===== config.mk =====
export PLATFORM = sky130hd
export DESIGN_NAME = repeater_bank
export DESIGN_NICKNAME = d
export VERILOG_FILES = /design/src/rtl/rpt_pkg.sv /design/src/rtl/rpt_cfg_regs.sv /design/src/rtl/rpt_src_decode.sv /design/src/rtl/rpt_lane.sv /design/src/rtl/repeater_bank.sv
export SDC_FILE = /design/constraint.sdc
export NUM_CORES = 1
export LEC_CHECK = 0
export BUFFER_PORTS_ARGS = -buffer_cell sky130_fd_sc_hd__buf_2
export CAP_MARGIN = 40
export CORE_MARGIN = 3
export CORE_UTILIZATION = 60
export DETAILED_ROUTE_END_ITERATION = 6
export PLACE_DENSITY = 0.86
export SETUP_SLACK_MARGIN = 0.02
export SYNTH_ARGS = -nofsm -noshare
export SYNTH_HDL_FRONTEND = slang
export SYNTH_SLANG_ARGS = --single-unit

===== constraint.sdc =====
create_clock -name clk -period 5.61 [get_ports clk]
set_clock_uncertainty 0.2 [all_clocks]
set_input_delay 0.2805 -clock clk [delete_from_list [all_inputs] [get_ports clk]]
set_output_delay 0.2805 -clock clk [all_outputs]
set_load 0.1 [all_outputs]

===== src/rtl/rpt_pkg.sv =====
package rpt_pkg;

    localparam int CONNS  = 4;   // connections per lane
    localparam int CODE_W = 3;   // one-hot source code width

    typedef logic [CODE_W-1:0] src_code_t;
    typedef logic [1:0]        conn_idx_t;

    // connection index = {side, kind}; side 0 = A, kind 0 = sector
    typedef enum logic [1:0] {
        CONN_A_SEC = 2'd0,
        CONN_A_GLB = 2'd1,
        CONN_B_SEC = 2'd2,
        CONN_B_GLB = 2'd3
    } conn_e;

    localparam src_code_t CODE_OFF     = 3'b000;
    localparam src_code_t CODE_OPP_GLB = 3'b100;
    localparam src_code_t CODE_OPP_SEC = 3'b010;
    localparam src_code_t CODE_SAME    = 3'b001;

endpackage


===== src/rtl/rpt_cfg_regs.sv =====
module rpt_cfg_regs
    import rpt_pkg::*;
#(
    parameter int NUM_LINES = 5,
    parameter int IDX_W     = 4
) (
    input  logic                              clk,
    input  logic                              rst_n,
    input  logic                              wr_en,
    input  logic [IDX_W-1:0]                  wr_idx,
    input  logic [7:0]                        wr_data,
    output logic [NUM_LINES*CONNS*CODE_W-1:0] codes_flat
);

    localparam int SLOTS  = 2 * NUM_LINES;
    localparam int SLOT_W = 2 * CODE_W;

    logic unused_hi;
    assign unused_hi = ^wr_data[7:SLOT_W];

    generate
        for (genvar g = 0; g < SLOTS; g++) begin : g_slot
            logic [SLOT_W-1:0] slot_q;

            always_ff @(posedge clk or negedge rst_n) begin
                if (!rst_n) begin
                    slot_q <= '0;
                end else if (wr_en && (wr_idx == IDX_W'(g))) begin
                    slot_q <= wr_data[SLOT_W-1:0];
                end
            end

            // slot g = lane g/2, side g%2 -> connections 2*(g%2) (sector) and +1 (global)
            assign codes_flat[(2*g)*CODE_W   +: CODE_W] = slot_q[CODE_W-1:0];
            assign codes_flat[(2*g+1)*CODE_W +: CODE_W] = slot_q[SLOT_W-1:CODE_W];
        end
    endgenerate

endmodule


===== src/rtl/rpt_src_decode.sv =====
module rpt_src_decode
    import rpt_pkg::*;
#(
    parameter int CONN = 0
) (
    input  src_code_t code,
    output logic      valid,
    output conn_idx_t src
);

    localparam logic SIDE = 1'((CONN >> 1) & 1);
    localparam logic KIND = 1'(CONN & 1);

    always_comb begin
        valid = 1'b1;
        src   = conn_idx_t'(CONN);
        unique case (code)
            CODE_OPP_GLB: src = {~SIDE, 1'b1};
            CODE_OPP_SEC: src = {~SIDE, 1'b0};
            CODE_SAME:    src = {SIDE, ~KIND};
            default:      valid = 1'b0;   // off or several bits set
        endcase
    end

endmodule


===== src/rtl/rpt_lane.sv =====
module rpt_lane
    import rpt_pkg::*;
(
    input  logic [CONNS*CODE_W-1:0] codes,
    input  logic [CONNS-1:0]        sense,
    output logic [CONNS-1:0]        drv_en,
    output logic [CONNS-1:0]        drv_val,
    output logic                    code_err,
    output logic                    loop_err
);

    logic [CONNS-1:0] ok;
    logic [CONNS-1:0] mutual;
    conn_idx_t        src [CONNS];

    generate
        for (genvar c = 0; c < CONNS; c++) begin : g_dec
            rpt_src_decode #(.CONN(c)) u_dec (
                .code  (codes[c*CODE_W +: CODE_W]),
                .valid (ok[c]),
                .src   (src[c])
            );
        end
    endgenerate

    always_comb begin
        code_err = 1'b0;
        for (int c = 0; c < CONNS; c++) begin
            mutual[c]  = ok[c] && ok[src[c]] && (src[src[c]] == conn_idx_t'(c));
            drv_en[c]  = ok[c] && !mutual[c];
            drv_val[c] = drv_en[c] && sense[src[c]];
            code_err   = code_err || ((codes[c*CODE_W +: CODE_W] != CODE_OFF) && !ok[c]);
        end
        loop_err = |mutual;
    end

endmodule


===== src/rtl/repeater_bank.sv =====
module repeater_bank
    import rpt_pkg::*;
#(
    parameter int NUM_LINES = 5,
    parameter int IDX_W     = 4
) (
    input  logic                       clk,
    input  logic                       rst_n,
    input  logic                       wr_en,
    input  logic [IDX_W-1:0]           wr_idx,
    input  logic [7:0]                 wr_data,
    input  logic [NUM_LINES*CONNS-1:0] sense,
    output logic [NUM_LINES*CONNS-1:0] drive_val,
    output logic [NUM_LINES*CONNS-1:0] drive_en,
    output logic [NUM_LINES-1:0]       code_err,
    output logic [NUM_LINES-1:0]       loop_err
);

    localparam int LANE_BITS = CONNS * CODE_W;

    logic [NUM_LINES*LANE_BITS-1:0] codes_flat;

    rpt_cfg_regs #(
        .NUM_LINES (NUM_LINES),
        .IDX_W     (IDX_W)
    ) u_regs (
        .clk        (clk),
        .rst_n      (rst_n),
        .wr_en      (wr_en),
        .wr_idx     (wr_idx),
        .wr_data    (wr_data),
        .codes_flat (codes_flat)
    );

    generate
        for (genvar l = 0; l < NUM_LINES; l++) begin : g_lane
            rpt_lane u_lane (
                .codes    (codes_flat[l*LANE_BITS +: LANE_BITS]),
                .sense    (sense[l*CONNS +: CONNS]),
                .drv_en   (drive_en[l*CONNS +: CONNS]),
                .drv_val  (drive_val[l*CONNS +: CONNS]),
                .code_err (code_err[l]),
                .loop_err (loop_err[l])
            );
        end
    endgenerate

endmodule


======== After elaboration in Yosys (flattened, before gate mapping) ========
Index checks and enable logic that the tools add are counted.
word-level totals
  output and inout bits ................... 50
  word-level logic and storage cells ...... 550
  register bits after elaboration ......... 60
  input bits .............................. 35
cells by class
  reduce and logical (&&, ||, !) cells .... 216
  bitwise operators ....................... 20
  mux-type cells .......................... 180
  $lt $le $gt $ge ......................... 40
  equal/unequal tests ..................... 84
operators by type and width
  cell                                                       number
  one-hot mux 2 bit (3 select lines)                         20
  logical AND 1 bit                                          110
  binary-select mux 1 bit (select 2 bit)                     40
  binary-select mux 2 bit (select 2 bit)                     20
  two-way mux 2 bit                                          40
  equality test 3 x 1 -> 1 bit (second input constant)       20
  equality test 3 x 2 -> 1 bit (second input constant)       20
  equality test 3 bit (second input constant)                20
  greater-or-equal comparator 3 bit (second input constant)  20
  < comparator 2 x 3 -> 1 bit (second input constant)        20
  two-way mux 1 bit                                          60
  inverter 2 -> 3 bit                                        20
  nonzero test 3 bit                                         20
  OR reduction 3 bit                                         20
  zero test 1 bit                                            40
  equality test 2 bit (second input constant)                10
  OR reduction 4 bit                                         5
  equality test 4 x 3 -> 1 bit (second input constant)       4
  logical OR 1 bit                                           15
  equality test 2 x 1 -> 1 bit (second input constant)       5
  zero test 2 bit                                            5
  equality test 4 x 2 -> 1 bit (second input constant)       2
  equality test 4 bit (second input constant)                2
  equality test 4 x 1 -> 1 bit (second input constant)       1
  zero test 4 bit                                            1

======== Longest topological paths before layout ========
Gate-level depths: netlist of run 1.
  word-level depth ........................ 11
  depth in mapped cells ................... 7
  mapped depth without buffers ............ 5

======== Cells and area by module ========
From an unflattened synthesis of run 1, not the netlist that was laid out.
unflattened totals
  cell total of the unflattened synthesis .. 526
  area, all modules ....................... 5215.0 µm²
by module, submodules not included
  module                                                 seq. area each (µm²)  cells each  area each (µm²)  times used
  rpt_cfg_regs                                           1501.4                146         2356.0           1
  rpt_lane                                               0.0                   49          382.9            5
  rpt_src_decode at g_lane[0].u_lane.g_dec[1].u_dec ...  0.0                   7           48.8             10
  rpt_src_decode at g_lane[0].u_lane.g_dec[0].u_dec ...  0.0                   7           46.3             5
  rpt_src_decode at g_lane[0].u_lane.g_dec[3].u_dec ...  0.0                   6           45.0             5

======== Least setup slack after synthesis of run 1 ========
No wires, ideal clock.
  path kind ............................... flip-flop to output port
  start point ............................. register u_regs.g_slot[5].slot_q[3]
  end point ............................... output drive_val[11]
  path slack .............................. 391 ps
  arrival time ............................ 4739 ps
  cell stages (with the launch flop) ...... 5
  buffers on the path ..................... 1
  cell sequence ........................... dfrtp_1 > buf_2 > or3b_1 > o22ai_1 > nor3b_1
on the way
  word-level cells in the longest chain between the ends .. 11
  elaborated cells on any way between the ends .. 20
RTL lines
  item                                                        line                  RTL
  start, declared                                             rpt_cfg_regs.sv:23    logic [SLOT_W-1:0] slot_q;
  start signal, assigned                                      rpt_cfg_regs.sv:29    slot_q <= wr_data[SLOT_W-1:0];
  equality test 3 x 1 -> 1 bit, or another cell as far along  rpt_src_decode.sv:17  unique case (code)
  one-hot mux 2 bit (3 select lines)                          rpt_src_decode.sv:17
  inverter 2 -> 3 bit (implied by the code)                   rpt_lane.sv:29        mutual[c] = ok[c] && ok[src[c]] && (src[src[c]] == conn_idx_t'(c));
  binary-select mux 2 bit (select 2 bit)                      rpt_lane.sv:29
  two-way mux 2 bit (implied by the code) (2 in series)       rpt_lane.sv:29
  equality test 2 bit                                         rpt_lane.sv:29
  logical AND 1 bit                                           rpt_lane.sv:29
  zero test 1 bit                                             rpt_lane.sv:30        drv_en[c] = ok[c] && !mutual[c];
  logical AND 1 bit *                                         rpt_lane.sv:30
  net drive_en[11]                                            repeater_bank.sv:14   output logic [NUM_LINES*CONNS-1:0] drive_en,
  logical AND 1 bit *                                         rpt_lane.sv:31        drv_val[c] = drv_en[c] && sense[src[c]];
  end, declared                                               repeater_bank.sv:13   output logic [NUM_LINES*CONNS-1:0] drive_val,
The timed path passes the listed nets; every way through them passes the cells marked *. The select of a mux whose other input is x is not followed.

======== Worst setup path after layout of run 1 ========
  start point ............................. register u_regs.g_slot[5].slot_q[3]
  end point ............................... output loop_err[2]
on the way
  word-level cells in the longest chain between the ends .. 9
  elaborated cells on any way between the ends .. 40
RTL lines
  item                                                        line                  RTL
  equality test 3 x 1 -> 1 bit, or another cell as far along  rpt_src_decode.sv:17
  one-hot mux 2 bit (3 select lines)                          rpt_src_decode.sv:17
  inverter 2 -> 3 bit (implied by the code)                   rpt_lane.sv:29
  binary-select mux 2 bit (select 2 bit)                      rpt_lane.sv:29
  two-way mux 2 bit (implied by the code) (2 in series)       rpt_lane.sv:29
  equality test 2 bit                                         rpt_lane.sv:29
  logical AND 1 bit                                           rpt_lane.sv:29
  OR reduction 4 bit *                                        rpt_lane.sv:34        loop_err = |mutual;
  end, declared                                               repeater_bank.sv:16   output logic [NUM_LINES-1:0] loop_err
Every way passes the cells marked *; elsewhere a longest branch is shown, timed or not. The select of a mux whose other input is x is not followed.

==> results of run 1 <==
-- cell families (layout without fill, tap and decap cells) --
family,Yosys count,after routing,synth area share [%]
XOR/XNOR,11,11,1.848
flip-flops,60,60,28.80
buffers and inverters,71,120,6.191
multiplexers,66,66,15.21
AO/OA/AOI/OAI,195,195,25.73
AND/OR/NAND/NOR,215,215,22.22
-- area by class of cell --
class	instances	area [um2]
flip-flops and latches	60	1501
well taps	105	131.4
multi-input cells	487	3390
clock inverters	4	25.02
fillers	710	2635
clock buffers	11	151.4
inverters	21	78.83
repair buffers	84	427.9
-- report_power, final --
part           internal [mW]  switching, mW  total [mW]
logic                  0.564           1.68        2.24
clock network          0.180          0.168       0.348
registers              0.532          0.224       0.756
-- synth_stat cells, types with 4 or more instances --
| master | instances | area (um2) |
|---|---|---|
| and2b_1 | 4 | 30.03 |
| o31ai_1 | 4 | 30.03 |
| mux2i_1 | 5 | 50.05 |
| nand2b_1 | 29 | 181.4 |
| clkbuf_1 | 20 | 75.07 |
| buf_1 | 5 | 18.77 |
| mux4_2 | 5 | 112.6 |
| o211ai_1 | 4 | 30.03 |
| dfrtp_1 | 60 | 1501 |
| and2_1 | 10 | 62.56 |
| a21oi_1 | 35 | 175.2 |
| mux2_2 | 54 | 608.1 |
| a31oi_1 | 4 | 25.02 |
| nor2_1 | 61 | 229.0 |
| o22ai_1 | 16 | 100.1 |
| nand2_1 | 28 | 105.1 |
| o21ai_0 | 38 | 190.2 |
| o2bb2ai_1 | 6 | 52.55 |
| o32ai_1 | 7 | 61.31 |
| o22a_1 | 8 | 70.07 |
| or3_1 | 9 | 56.30 |
| buf_2 | 13 | 65.06 |
| nor3b_1 | 12 | 90.09 |
| xnor2_1 | 10 | 87.58 |
| a22oi_1 | 12 | 90.09 |
| inv_1 | 20 | 75.07 |
| buf_4 | 10 | 75.07 |
| a21boi_0 | 8 | 60.06 |
| a211oi_1 | 11 | 82.58 |
| nor3_1 | 7 | 35.03 |
| nor2b_1 | 34 | 212.7 |
-- tightest hold or removal path, stage by stage --
cell     delay (ns)
buf_2          0.18
nand2_1        0.08
o21ai_0        0.07
-- how the worst max path moves through the flow --
| stage | start | end | slack [ns] | depth (start not counted) |
|---|---|---|---|---|
| after global routing | u_regs.g_slot[9].slot_q[5]$_DFFE_PN0P_ | loop_err[4] | 2.59 | 6 |
| after floorplan | u_regs.g_slot[5].slot_q[3]$_DFFE_PN0P_ | drive_val[11] | 0.39 | 4 |
| after CTS | u_regs.g_slot[5].slot_q[3]$_DFFE_PN0P_ | loop_err[2] | 2.68 | 6 |
| after detailed placement | u_regs.g_slot[5].slot_q[3]$_DFFE_PN0P_ | loop_err[2] | 3.07 | 6 |
| after global placement | u_regs.g_slot[5].slot_q[5]$_DFFE_PN0P_ | loop_err[2] | 3.14 | 6 |
| final | u_regs.g_slot[5].slot_q[3]$_DFFE_PN0P_ | loop_err[2] | 2.68 | 6 |
-- metrics by stage --
step	cell area (um2)	worst slack (ns)	hold WS, ns	power, mW
6_report	5705	2.682	0.1270	3.348
3_3_place_gp	5519	3.137	0.2564	2.942
5_1_grt	5705	2.591	0.1434	3.519
3_5_place_dp	5519	3.068	0.2724	2.988
2_1_floorplan	5214	0.3906	-0.2151	2.716
4_1_cts	5705	2.684	0.1166	3.340
-- timing repair --
item                      CTS  global route
hold buffers                1             0
gates resized for setup     0             0
hold endpoints to repair   60             0
-- routing by layer --
metal / GRT usage (%) / vias to the layer above / wire length (um)
met5: 0 / - / 0
met4: 9.979 / 0 / 367
met3: 4.698 / 39 / 826
met2: 43.96 / 199 / 6213
met1: 34.79 / 2374 / 5531
li1: - / 2349 / -
==> qor.txt, run 1 <==
Hold endpoint = u_regs.g_slot[9].slot_q[4]$_DFFE_PN0P_
Post-layout nets = 698
Remaining antenna violation count = 0
H-Tree Depth = 3
CP max stage delay = 0.49 ns
Commonest non-fill, non-tap cell in the layout = buf_2
EDFF count, synth = 0
Initial antenna violation count = 0
Slowest-stage cell, CP = dfrtp_1
R2R Path Start = u_regs.g_slot[1].slot_q[1]$_DFFE_PN0P_
Net Count, Synth = 653
Max reg flops = 60
Buf/Inv on CP = 1
Worst hold stages = 3
I/O Buffers = 82
Setup bufs post-CTS = 0
Worst Path Required = 5.13 ns
Hold wc startpoint = wr_data[4]
Area growth, synth to finish = 9.431%
Min Tclk post-route = 2.928 ns
CP Capture Type = primary output
DP Wirelength = 9728 um
Delay-heaviest family, CP = compound AO/OA/AOI/OAI gates
GR Util All Layers = 26.55%
Total Die Area = 9844 um2
DR WL/cell = 16.76 um
Biggest registers after layout = u_regs.g_slot.slot_q (60)
Final Hold Viols = 0
Final cell count without fillers = 772
Worst slew margin = 50.34%
Yosys cell types = 69
N_diodes = 0
Number of global-route vias before repair = 4672
FFs w/ async S/R, synth = 100.0%
Worst path cell trace = or3b_1, o21ai_0, nor2_1, o32ai_1, a211o_1, buf_2
Post-synthesis sequential area ratio = 28.80%
Clk root buf = clkbuf_8
Via count = 4961
Mapped Area = 5214 um2
Top FF cell, synth = dfrtp_1
Synthesized area per cell = 8.436 um2
Max IR drop VDD = 0.5291 mV
CTS tree = built
Total core area = 8341 um2
Reg2reg path depth = 1
Leakage power = 2.407 nW
Endpoints failing setup = 0
Most frequent cells in the layout = 82 x buf_2, 61 x nor2_1, 60 x dfrtp_1
Max Root-Sink Buffers = 2
R2R Path End = u_regs.g_slot[1].slot_q[1]$_DFFE_PN0P_
CTS Buf Count = 9
Largest net degree at the start of global routing = 61
Initial DRC Count = 364
Critical path type = reg -> out
Maxcap violations = 0
Period utilisation layout = 52.20%
DRT Wirelength = 12940 um
Starting Density = 62.51%
First-pass GRT wire length = 21740 um
Reg2reg setup slack = 4.44 ns
Yosys reg bits = 60
Fmax = 0.3415 GHz
First-pass DRT Iterations = 5
GR Overflow Total = 0
Fin util = 68.41%
TNS Setup = 0 ns
CP max FO = 10
Worst Max-Slew Pin Slew = 0.7448 ns
Cells after Synth = 618
Largest reg by FF count = u_regs.g_slot.slot_q
Worst EP arrival = 2.45 ns
Clock Latency Late Sink = 0.34 ns
CTS Sinks = 60
Final count of pins violating max slew = 0
Ports = 85
PD cells = 586.9 nW/um2
Vias/cell = 6.426
Clock-pin slew on the worst setup and hold paths = 0.07 ns
RSZ-0062 raised after global routing = no
Warnings from Yosys = 0
Std-Cell Rows = 33
Layout cells sized above 1 = 25.49%
Die H = 99.22 um
GP Congestion = 0.9748
Hold WC Path Type = in -> reg
Cells after DPL = 756
Setup crit start kind = flop
Status = finished, final reports clean
Die width = 99.22 um
# DRC = 0
Note: power is estimated with default switching activity, not from simulation.
==> run 2: changes to the inputs <==
--- a/config.mk
+++ b/config.mk
@@ -5,12 +5,13 @@
 export SDC_FILE = /design/constraint.sdc
 export NUM_CORES = 1
 export LEC_CHECK = 0
+export ABC_AREA = 1
 export BUFFER_PORTS_ARGS = -buffer_cell sky130_fd_sc_hd__buf_2
 export CAP_MARGIN = 40
 export CORE_MARGIN = 3
-export CORE_UTILIZATION = 60
+export CORE_UTILIZATION = 58
 export DETAILED_ROUTE_END_ITERATION = 6
-export PLACE_DENSITY = 0.86
+export PLACE_DENSITY = 0.84
 export SETUP_SLACK_MARGIN = 0.02
 export SYNTH_ARGS = -nofsm -noshare
 export SYNTH_HDL_FRONTEND = slang
==> constraint.sdc (replaced) <==
create_clock -name clk -period 2.77 [get_ports clk]
set_clock_uncertainty 0.2 [all_clocks]
set_input_delay 0.1385 -clock clk [delete_from_list [all_inputs] [get_ports clk]]
set_output_delay 0.1385 -clock clk [all_outputs]
set_load 0.1 [all_outputs]
==> qor.txt, run 2 <==
Delay-heaviest family, CP = simple AND/OR/NAND/NOR gates
CTS resizes = 0
Yosys reg bits = 60
Count leader, synth = nand2_1
Clock Latency Late Sink = 0.34 ns
N_diodes = 0
Area growth, synth to finish = 15.51%
Die H = 99.53 um
Layout cells sized above 1 = 17.54%
Via count = 5672
Number of global-route vias before repair = 5185
Top FF cell, synth = dfrtp_1
Period utilisation layout = 88.58%
Max Root-Sink Buffers = 2
Post-synthesis sequential area ratio = 29.59%
DP Wirelength = 9882 um
Commonest cells in the netlist = 275 x nand2_1, 115 x inv_1, 84 x o21ai_0
Slowest-stage cell, CP = dfrtp_1
Worst Path Required = 2.43 ns
Fmax = 0.4075 GHz
Hold wc startpoint = wr_idx[2]
RSZ-0062 raised after global routing = no
Mapped Area = 5074 um2
Final Hold Viols = 0
Commonest non-fill, non-tap cell in the layout = nand2_1
Hold endpoint = u_regs.g_slot[9].slot_q[3]$_DFFE_PN0P_
GR Util All Layers = 27.25%
Worst EP arrival = 2.12 ns
Ports = 85
Reg2reg path depth = 2
Fin util = 70.27%
Yosys cell types = 32
Std-Cell Rows = 33
Synthesized area per cell = 5.983 um2
CTS Sinks = 60
Remaining antenna violation count = 0
Vias/cell = 5.454
Setup bufs post-CTS = 0
Warnings from Yosys = 0
CP Capture Type = primary output
EDFF count, synth = 0
Critical path depth = 10
Min Tclk post-route = 2.454 ns
Worst hold stages = 3
Net Count, Synth = 883
Top cells by area, synth = dfrtp_1 30%, nand2_1 20%, inv_1 8.5%
Critical path type = reg -> out
Max reg flops = 60
CTS Buf Count = 9
Worst slew margin = 42.09%
First-pass GRT wire length = 22540 um
Area leader, netlist = dfrtp_1
Largest net degree at the start of global routing = 36
# DRC = 0
Clk root buf = clkbuf_8
Post-layout nets = 965
GR Overflow Total = 0
Worst path cell trace = o21ai_1, nand2_1, nor2_1, nand3_1, nand2_1, nand2_1, nand2_1, inv_1, nand2_1, buf_2
Synth top area share = 29.59%
Endpoints failing setup = 0
FFs w/ async S/R, synth = 100.0%
Critical Path Most Common Cell = nand2_1
Status = finished, final reports clean
CP max FO = 8
First-pass DRT Iterations = 5
I/O Buffers = 82
Final count of pins violating max slew = 0
Worst Max-Slew Pin Slew = 0.8614 ns
Reg2reg setup slack = 1.76 ns
Cells after Synth = 848
Initial antenna violation count = 0
DR WL/cell = 12.49 um
Total core area = 8341 um2
Initial DRC Count = 323
CTS tree = built
H-Tree Depth = 3
Clock-pin slew on the worst setup and hold paths = 0.07 ns
Setup crit start kind = flop
DRT Wirelength = 12990 um
Biggest registers after layout = u_regs.g_slot.slot_q (60)
Hold WC Path Type = in -> reg
Maxcap violations = 0
TNS Setup = 0 ns
Buf/Inv on CP = 2
GP Congestion = 0.9021
R2R Path Start = u_regs.g_slot[9].slot_q[2]$_DFFE_PN0P_
R2R Path End = u_regs.g_slot[9].slot_q[2]$_DFFE_PN0P_
Most frequent cells in the layout = 275 x nand2_1, 115 x inv_1, 84 x o21ai_0
CP max stage delay = 0.42 ns
Hold buffers post-CTS = 8
Total Die Area = 9906 um2
Die width = 99.53 um
Largest reg by FF count = u_regs.g_slot.slot_q
Starting Density = 60.83%
[run 2: layer usage]
layer / global-route usage (%) / routed length (um) / up-vias
met5: 0 / 0 / -
met4: 7.143 / 158 / 0
met3: 4.839 / 859 / 13
met2: 46.95 / 6325 / 210
met1: 35.38 / 5647 / 2552
li1: - / - / 2897
[run 2: how the worst max path moves through the flow]
stage	from	to	slack (ns)
6_report	u_regs.g_slot[5].slot_q[1]$_DFFE_PN0P_	loop_err[2]	0.32
5_1_grt	u_regs.g_slot[5].slot_q[0]$_DFFE_PN0P_	loop_err[2]	0.08
4_1_cts	u_regs.g_slot[5].slot_q[0]$_DFFE_PN0P_	loop_err[2]	0.30
3_5_place_dp	u_regs.g_slot[5].slot_q[0]$_DFFE_PN0P_	loop_err[2]	0.69
3_3_place_gp	u_regs.g_slot[1].slot_q[0]$_DFFE_PN0P_	drive_val[0]	0.73
2_1_floorplan	u_regs.g_slot[1].slot_q[0]$_DFFE_PN0P_	drive_val[2]	0.13
[run 2: tightest hold or removal path: cells and delay by family]
kind | cells | cell delay (ns)
buffers and inverters | 1 | 0.15
AO/OA/AOI/OAI | 1 | 0.14
AND/OR/NAND/NOR | 1 | 0.12
[run 2: cells by family after synthesis]
logic type	Yosys count	share of synthesized area, %
and+or+nand+nor	440	37.11
AOI/OAI and AO/OA	193	20.91
buffers and inverters	155	12.38
DFF	60	29.59
[run 2: cell type report]
cell class                 instances  area (um2)
clock buffer                      10       137.6
sequential                        60        1501
fill                             748        2480
tap                              105       131.4
timing repair buffer              92       505.5
multi-input combinational        633        2970
clock inverter                     6       111.4
inverter                         134       503.0
[run 2: metrics by stage]
step | hold slack (ns) | worst slack, ns | area [um2] | instances
after floorplan | -0.3571 | 0.1341 | 5100 | 848
after global placement | -0.2633 | 0.7306 | 5532 | 1016
after detailed placement | -0.2616 | 0.6892 | 5532 | 1016
after CTS | 0.02319 | 0.3035 | 5861 | 1040
after global routing | 0.06262 | 0.07834 | 5861 | 1040
final | 0.04783 | 0.3162 | 5861 | 1040
Power of run 2 is left out: the tool's default activity adds up to more than one toggle a clock period on the data nets, which glitch-free logic cannot reach.
==> run 3: changes to the inputs <==
--- a/config.mk
+++ b/config.mk
@@ -9,9 +9,9 @@
 export BUFFER_PORTS_ARGS = -buffer_cell sky130_fd_sc_hd__buf_2
 export CAP_MARGIN = 40
 export CORE_MARGIN = 3
-export CORE_UTILIZATION = 58
+export CORE_UTILIZATION = 52
 export DETAILED_ROUTE_END_ITERATION = 6
-export PLACE_DENSITY = 0.84
+export PLACE_DENSITY = 0.8
 export SETUP_SLACK_MARGIN = 0.02
 export SYNTH_ARGS = -nofsm -noshare
 export SYNTH_HDL_FRONTEND = slang
==> constraint.sdc (replaced) <==
create_clock -name clk -period 2.25 [get_ports clk]
set_clock_uncertainty 0.2 [all_clocks]
set_input_delay 0.1125 -clock clk [delete_from_list [all_inputs] [get_ports clk]]
set_output_delay 0.1125 -clock clk [all_outputs]
set_load 0.1 [all_outputs]
==> qor.txt, run 3 (same netlist as run 2, synthesis figures left out) <==
Status = finished, final reports clean
DP Area = 6041 um2
CTS Buf Count = 9
Worst Max-Slew Pin Slew = 0.4939 ns
Post-layout nets = 1007
H-Tree Depth = 3
# DRC = 0
Layout cells sized above 1 = 35.49%
Worst Path Required = 1.94 ns
Vias/cell = 5.412
Critical path type = reg -> out
DRT Wirelength = 14640 um
Total Die Area = 10980 um2
Maxcap violations = 0
Min Tclk post-route = 2.213 ns
R2R Path End = u_regs.g_slot[8].slot_q[0]$_DFFE_PN0P_
TNS Setup = 0 ns
Ports = 85
N_diodes = 0
Total core area = 9371 um2
Largest reg by FF count = u_regs.g_slot.slot_q
Max reg flops = 60
PD cells = 1578 nW/um2
Clock Latency Late Sink = 0.33 ns
Starting Density = 54.14%
Setup crit start kind = flop
Fmax = 0.4518 GHz
Hold WC Path Type = in -> async
Initial DRC Count = 299
Initial antenna violation count = 0
Leakage power = 3.665 nW
Fin util = 77.13%
Most frequent cells in the layout = 235 x nand2_1, 86 x inv_1, 74 x o21ai_0
Area growth, synth to finish = 42.47%
Clk root buf = clkbuf_8
Reg2reg path depth = 4
Remaining antenna violation count = 0
Period utilisation layout = 98.37%
Via count = 5975
CTS Sinks = 60
GP Congestion = 0.9144
GR Util All Layers = 22.65%
RSZ-0062 raised after global routing = yes
DP Wirelength = 9468 um
Number of global-route vias before repair = 4893
Die H = 104.8 um
Std-Cell Rows = 35
R2R Path Start = u_regs.g_slot[8].slot_q[0]$_DFFE_PN0P_
Final Hold Viols = 0
CTS tree = built
I/O Buffers = 82
Max Root-Sink Buffers = 2
Worst slew margin = 67.30%
Largest net degree at the start of global routing = 36
DR WL/cell = 13.26 um
Fin area = 7228 um2
Biggest registers after layout = u_regs.g_slot.slot_q (60)
First-pass GRT wire length = 21220 um
CP max FO = 8
Final count of pins violating max slew = 0
Clock-pin slew on the worst setup and hold paths = 0.06 ns
Endpoints failing setup = 0
Max IR drop VDD = 1.276 mV
Die width = 104.8 um
Commonest non-fill, non-tap cell in the layout = nand2_1
First-pass DRT Iterations = 5
Hold slack = 0.06434 ns
Worst EP arrival = 1.90 ns
Reg2reg setup slack = 1.06 ns
GR Overflow Total = 0
CP Capture Type = primary output
==> run 3: timing repair <==
action,CTS,global route
hold buffers,8,0
buffers inserted,1,38
endpoints found under the hold margin,66,0
gates cloned,0,2
resized for setup,34,184
setup endpoints to repair,28,42
pin swaps,3,49
==> run 3: final cells by class <==
| cell class | count | area (um2) |
|---|---|---|
| Clock buffer | 12 | 165.2 |
| Clock inverter | 2 | 10.01 |
| Fill cell | 673 | 2143 |
| Inverter | 134 | 513.0 |
| Multi-Input combinational cell | 635 | 3497 |
| Sequential cell | 60 | 1521 |
| Tap cell | 129 | 161.4 |
| Timing Repair Buffer | 132 | 1360 |
==> run 3: worst max path at each step <==
stage / start / cells after the start / end / slack, ns
2_1_floorplan: u_regs.g_slot[2].slot_q[4]$_DFFE_PN0P_ / 5 / drive_val[5] / -0.22
3_3_place_gp: u_regs.g_slot[0].slot_q[1]$_DFFE_PN0P_ / 9 / drive_val[0] / 0.32
3_5_place_dp: u_regs.g_slot[2].slot_q[4]$_DFFE_PN0P_ / 8 / drive_val[5] / 0.31
4_1_cts: u_regs.g_slot[0].slot_q[1]$_DFFE_PN0P_ / 9 / drive_val[0] / 0.004
5_1_grt: u_regs.g_slot[6].slot_q[5]$_DFFE_PN0P_ / 10 / loop_err[3] / -0.12
6_report: u_regs.g_slot[6].slot_q[4]$_DFFE_PN0P_ / 10 / loop_err[3] / 0.04
==> run 3: power breakdown <==
part	internal, mW	switching [mW]	leakage (nW)	total [mW]
registers	1.32	0.329	0.737	1.65
clock network	0.474	0.396	0.0941	0.869
logic	2.73	6.16	2.83	8.89
==> run 3: worst max-delay path, stage by stage (launching register included) <==
cell     delay [ns]
dfrtp_1        0.43
nand2_1        0.10
nand2_1        0.08
nor2_4         0.19
inv_1          0.07
nor2_1         0.12
nand3_1        0.11
nand2_2        0.11
nand2_1        0.05
nand3_1        0.11
buf_12         0.19
==> run 3: metal layers <==
metal	track usage, %	share of wire (%)	wire, um
met5	0	0	0
met4	4.124	1.5	218
met3	4.385	5.3	779
met2	37.72	50	7293
met1	31.03	43	6344
==> run 3: through the flow <==
stage	total power [mW]	cells	setup slack (ns)
after global placement	9.219	1040	0.3171
after detailed placement	9.293	1041	0.3082
after floorplan	7.572	848	-0.2214
after global routing	11.99	1104	-0.1210
after CTS	10.35	1064	0.004375
final	11.41	1104	0.03672
